### config.mk
export PLATFORM = sky130hd
export DESIGN_NAME = dqpsk_par_encoder
export DESIGN_NICKNAME = d
export VERILOG_FILES = /design/src/rtl/dqe_pkg.sv /design/src/rtl/dqe_step_map.sv /design/src/rtl/dqe_prefix_net.sv /design/src/rtl/dqe_iq_map.sv /design/src/rtl/dqpsk_par_encoder.sv
export SDC_FILE = /design/constraint.sdc
export NUM_CORES = 1
export LEC_CHECK = 0
export CAP_MARGIN = 5
export CORE_MARGIN = 4
export CORE_UTILIZATION = 40
export DETAILED_ROUTE_END_ITERATION = 7
export DONT_BUFFER_PORTS = 1
export PLACE_DENSITY = 0.62
export SYNTH_ARGS = -nofsm -noshare
export SYNTH_HDL_FRONTEND = slang
export SYNTH_SLANG_ARGS = --single-unit
### constraint.sdc
create_clock -name clk -period 11.95 [get_ports clk]
set_input_delay 0 -clock clk [delete_from_list [all_inputs] [get_ports clk]]
set_output_delay 0 -clock clk [all_outputs]
set_load 0.05 [all_outputs]
### src/rtl/dqe_pkg.sv
package dqe_pkg;

    typedef logic [1:0] quad_t;

    function automatic quad_t pair_to_step(input logic [1:0] pair);
        quad_t r;
        case (pair)
            2'b00:   r = 2'd0;
            2'b10:   r = 2'd1;
            2'b11:   r = 2'd2;
            default: r = 2'd3;
        endcase
        return r;
    endfunction

    function automatic logic [1:0] phase_to_pair(input quad_t ph);
        logic [1:0] r;
        case (ph)
            2'd0:    r = 2'b00;
            2'd1:    r = 2'b10;
            2'd2:    r = 2'b11;
            default: r = 2'b01;
        endcase
        return r;
    endfunction

endpackage

### src/rtl/dqe_step_map.sv
module dqe_step_map #(
    parameter int LANES = 64
) (
    input  logic [2*LANES-1:0] sym,
    output logic [2*LANES-1:0] step
);
    import dqe_pkg::*;

    for (genvar k = 0; k < LANES; k++) begin : g_lane
        assign step[2*k +: 2] = pair_to_step(sym[2*k +: 2]);
    end

endmodule

### src/rtl/dqe_prefix_net.sv
module dqe_prefix_net #(
    parameter int LANES = 64
) (
    input  logic [2*LANES-1:0] step,
    output logic [2*LANES-1:0] psum
);
    localparam int STAGES = $clog2(LANES);

    logic [1:0] cur [LANES];
    logic [1:0] nxt [LANES];

    // Divide-and-conquer combining: at level s, every lane whose bit s is
    // set adds the running total of the last lane of the lower half-block.
    always_comb begin
        for (int k = 0; k < LANES; k++) begin
            cur[k] = step[2*k +: 2];
        end
        for (int s = 0; s < STAGES; s++) begin
            for (int k = 0; k < LANES; k++) begin
                if (((k >> s) & 1) == 1) begin
                    nxt[k] = cur[k] + cur[((k >> s) << s) - 1];
                end else begin
                    nxt[k] = cur[k];
                end
            end
            for (int k = 0; k < LANES; k++) begin
                cur[k] = nxt[k];
            end
        end
        for (int k = 0; k < LANES; k++) begin
            psum[2*k +: 2] = cur[k];
        end
    end

endmodule

### src/rtl/dqe_iq_map.sv
module dqe_iq_map #(
    parameter int LANES = 64
) (
    input  logic [2*LANES-1:0] phase,
    output logic [2*LANES-1:0] iq
);
    import dqe_pkg::*;

    for (genvar k = 0; k < LANES; k++) begin : g_lane
        assign iq[2*k +: 2] = phase_to_pair(phase[2*k +: 2]);
    end

endmodule

### src/rtl/dqpsk_par_encoder.sv
module dqpsk_par_encoder #(
    parameter int          LANES      = 64,
    parameter logic [1:0]  INIT_PHASE = 2'd0
) (
    input  logic               clk,
    input  logic               rst,
    input  logic               in_valid,
    input  logic               in_bypass,
    input  logic [2*LANES-1:0] in_sym,
    output logic               out_valid,
    output logic [2*LANES-1:0] out_iq
);
    localparam int W = 2 * LANES;

    typedef struct packed {
        logic         s1_valid;
        logic         s1_byp;
        logic [W-1:0] s1_word;
        logic         s2_valid;
        logic         s2_byp;
        logic [W-1:0] s2_word;
        logic [1:0]   carry;
        logic         o_valid;
        logic [W-1:0] o_word;
    } pipe_t;

    pipe_t st_d, st_q;

    logic [W-1:0] step_w;
    logic [W-1:0] psum_w;
    logic [W-1:0] phase_w;
    logic [W-1:0] iq_w;
    logic [1:0]   carry_q;

    dqe_step_map #(.LANES(LANES)) u_step (
        .sym  (in_sym),
        .step (step_w)
    );

    dqe_prefix_net #(.LANES(LANES)) u_pfx (
        .step (st_q.s1_word),
        .psum (psum_w)
    );

    for (genvar k = 0; k < LANES; k++) begin : g_base
        assign phase_w[2*k +: 2] = st_q.carry + psum_w[2*k +: 2];
    end

    dqe_iq_map #(.LANES(LANES)) u_iq (
        .phase (st_q.s2_word),
        .iq    (iq_w)
    );

    assign carry_q = st_q.carry;

    always_comb begin
        st_d = st_q;
        // stage 1: symbol pairs to phase steps
        st_d.s1_valid = in_valid;
        if (in_valid) begin
            st_d.s1_byp  = in_bypass;
            st_d.s1_word = in_bypass ? in_sym : step_w;
        end
        // stage 2: prefix accumulation on top of the carried phase
        st_d.s2_valid = st_q.s1_valid;
        if (st_q.s1_valid) begin
            st_d.s2_byp  = st_q.s1_byp;
            st_d.s2_word = st_q.s1_byp ? st_q.s1_word : phase_w;
            if (!st_q.s1_byp) begin
                st_d.carry = phase_w[W-1 -: 2];
            end
        end
        // stage 3: phases to I/Q pairs
        st_d.o_valid = st_q.s2_valid;
        if (st_q.s2_valid) begin
            st_d.o_word = st_q.s2_byp ? st_q.s2_word : iq_w;
        end
    end

    always_ff @(posedge clk) begin
        if (rst) begin
            st_q       <= '0;
            st_q.carry <= INIT_PHASE;
        end else begin
            st_q <= st_d;
        end
    end

    assign out_valid = st_q.o_valid;
    assign out_iq    = st_q.o_word;

endmodule

==> results.yml <==
final_layout:
  layout.nets: 2908
  nFillCells: 5763
  final_cells: 3474
  drive_above_1_share: 0.0440
  area_delta_synth_final_pct: 12.8
  diodes: 0
floorplan:
  die_h_um: 258
  core_area_um2: 61900
  io-pin-count: 261
  num_rows: 91
  initial_utilization: 0.405
  dieWidth_um: 258
  die_area_um2: 66800
place:
  dp_hpwl_um: 42100
  io_buffers: 0
  place.gp.congestion: 0.811
  dp_slack_ns: 1.87
  dp.cells: 3193
synthesis:
  synth_fp_nets: 2954
  avgSynthCellArea_um2: 9.47
  async_reset_ff_frac: 0
  synth_edf_count: 0
  yosys.area.top_type: "dfxtp_1"
  yosys.cell_types.count: 52
  synth_top_area_share: 0.312
  ys_top_cells_by_count: "391 x dfxtp_1, 362 x nor2_1, 323 x a211oi_1, 313 x xnor2_1, 198 x mux2i_1"
  synth-seq-cells: 391
  yosysWarningCount: 0
  syn_area_um2: 25100
  synth_flop_cell: "dfxtp_1"
  yosys-top-cells-area: "dfxtp_1 31%, xnor2_1 11%, a211oi_1 9.7%"
  syn_inst: 2649
  ys_seq_area_frac: 0.312
  yosysMostFrequentCell: "dfxtp_1"
detailed_routing:
  num_vias: 18000
  drt-initial-drc-count: 990
  drc: 0
  routedWlPerCell_um: 18.5
  dr.pass1.iters: 5
  routed_wl_um: 64300
  ant_nets: 0
  routed_via_density: 5.18
worst_hold_path:
  hold_class: "in2reg"
worst_setup_path:
  worstPathArrival_ns: 10.51
  worst_path_most_repeated_cell: "fa_1"
  critical-path-top-delay-family: "adder cells"
  worstSetupPathType: "reg2reg"
  critPathLaunchType: "flip-flop"
  crit_path_max_fanout: 12
  crit_buf_inv: 10
  cp_slowest_cell: "fa_1"
  max_stage_delay_ns: 0.59
  endpoint_kind: "flip-flop"
  cp.required_ns: 12.36
sta:
  slew_headroom: 0.184
  setup_viol: 0
  max_freq_mhz: 99.0
  period_minus_slack_ns: 10.10
  rsz0062_at_grt: "no"
  layout_setup_ws_ns: 1.85
  hold_viol_final: 0
  slew_violations: 0
  fin_crit_sh: 0.845
  fin_skew_ns: 0.0190
  tns_ns: 0
  worst_slew_pin_slew_ns: 1.22
cts:
  path_clk_slew_ns: 0.06
  cts.sinks: 391
  worstSkewPairLatency_ns: 0.58
  cts_tree: "yes"
  numCtsBuffers: 47
  cts_htree_levels: 2
  root_buffer: "clkbuf_16"
  clockBufferDepth: 3
status:
  outcome: "completed"
global_routing:
  grt_pass1_vias: 18300
  grtUsageTotal: 0.189
  grt_pass1_wl_um: 103000
  antenna_found_initial: 1
  grt_max_degree: 389
  grt_overflow_total: 0
job:
  drv_cap: 0
[routing by layer]
layer  vias to the layer above  part of all wire  track usage
li1                       8787                 -            -
met2                       400              0.49        0.323
met3                        89             0.047       0.0273
met1                      8709              0.44        0.249
met5                         -                 0            0
met4                         0             0.023       0.0544
[flip-flops by register name, indices dropped and copies added, names as in the netlist]
register,cells
out_iq,128
out_valid,1
carry_q,2
st_q,258
st_d,2
[tightest hold or removal path, delay by kind of cell]
kind / cells / cell delay [ns]
buffers and inverters: 1 / 0.24
and+or+nand+nor: 1 / 0.21
AOI/OAI and AO/OA: 1 / 0.06
[timing repair]
action / 4_1_cts / 5_1_grt
endpoints found under the hold margin: 389 / 3
hold buffers: 196 / 1
gates resized for setup: 0 / 0
setup buffers: 0 / 0
[per-stage QoR]
| stage | hold slack [ns] | area, um2 | utilization |
|---|---|---|---|
| after floorplan | 0.205 | 25100 | - |
| after global placement | 0.113 | 24600 | 0.398 |
| after detailed placement | 0.114 | 24600 | 0.398 |
| after CTS | 0.0798 | 28300 | 0.456 |
| after global routing | 0.137 | 28300 | 0.457 |
| final | 0.0209 | 28300 | 0.457 |
[worst paths after layout]
path | cells after the start | slack, ns | from | to
hold reg to reg | 2 | 0.49 | st_q[247] | st_q[247]
setup reg to reg | 33 | 1.85 | st_q[261] | st_q[258]
setup / recovery | 33 | 1.85 | st_q[261] | st_q[258]
hold / removal | 3 | 0.02 | in_valid | st_q[281]
[layout by cell type (no fill, tap or decap), types with 12 or more instances in the layout]
cell | synthesis | layout
a31oi_1 | 25 | 25
a311oi_1 | 15 | 15
clkbuf_8 | 0 | 12
o21ai_0 | 33 | 33
buf_4 | 130 | 18
o22ai_1 | 22 | 22
nand2_1 | 21 | 21
clkbuf_16 | 0 | 49
inv_1 | 122 | 121
nor2_1 | 362 | 362
mux2i_1 | 198 | 198
xnor3_1 | 23 | 23
xnor2_1 | 313 | 313
dlygate4sd3_1 | 0 | 194
ha_1 | 54 | 54
dfxtp_1 | 391 | 386
or3_1 | 16 | 16
fa_1 | 119 | 119
xor2_1 | 59 | 58
nand2b_1 | 15 | 14
a211oi_1 | 323 | 323
nor2b_1 | 158 | 158
[cell families (layout without fill, tap and decap cells)]
logic type / Yosys count / count (layout) / synth area share
compound gates: 448 / 448 / 0.129
xor+xnor: 410 / 410 / 0.163
fa+ha+maj: 173 / 173 / 0.122
buf+inv: 433 / 421 / 0.0846
flops: 391 / 391 / 0.312
mux: 199 / 199 / 0.0795
simple gates: 595 / 595 / 0.110
[layout make-up]
| class | count | area [um2] | share of cell area |
|---|---|---|---|
| inverter | 122 | 459 | 0.0162 |
| clock inverter | 11 | 188 | 0.00663 |
| tap | 837 | 1050 | 0.0370 |
| multi-input combinational | 1825 | 15100 | 0.535 |
| sequential | 391 | 7840 | 0.277 |
| timing repair buffer | 216 | 2190 | 0.0773 |
| clock buffer | 72 | 1430 | 0.0506 |
Power is left out: the tool's default activity adds up to more than one toggle a clock period on the data nets, which glitch-free logic cannot reach.
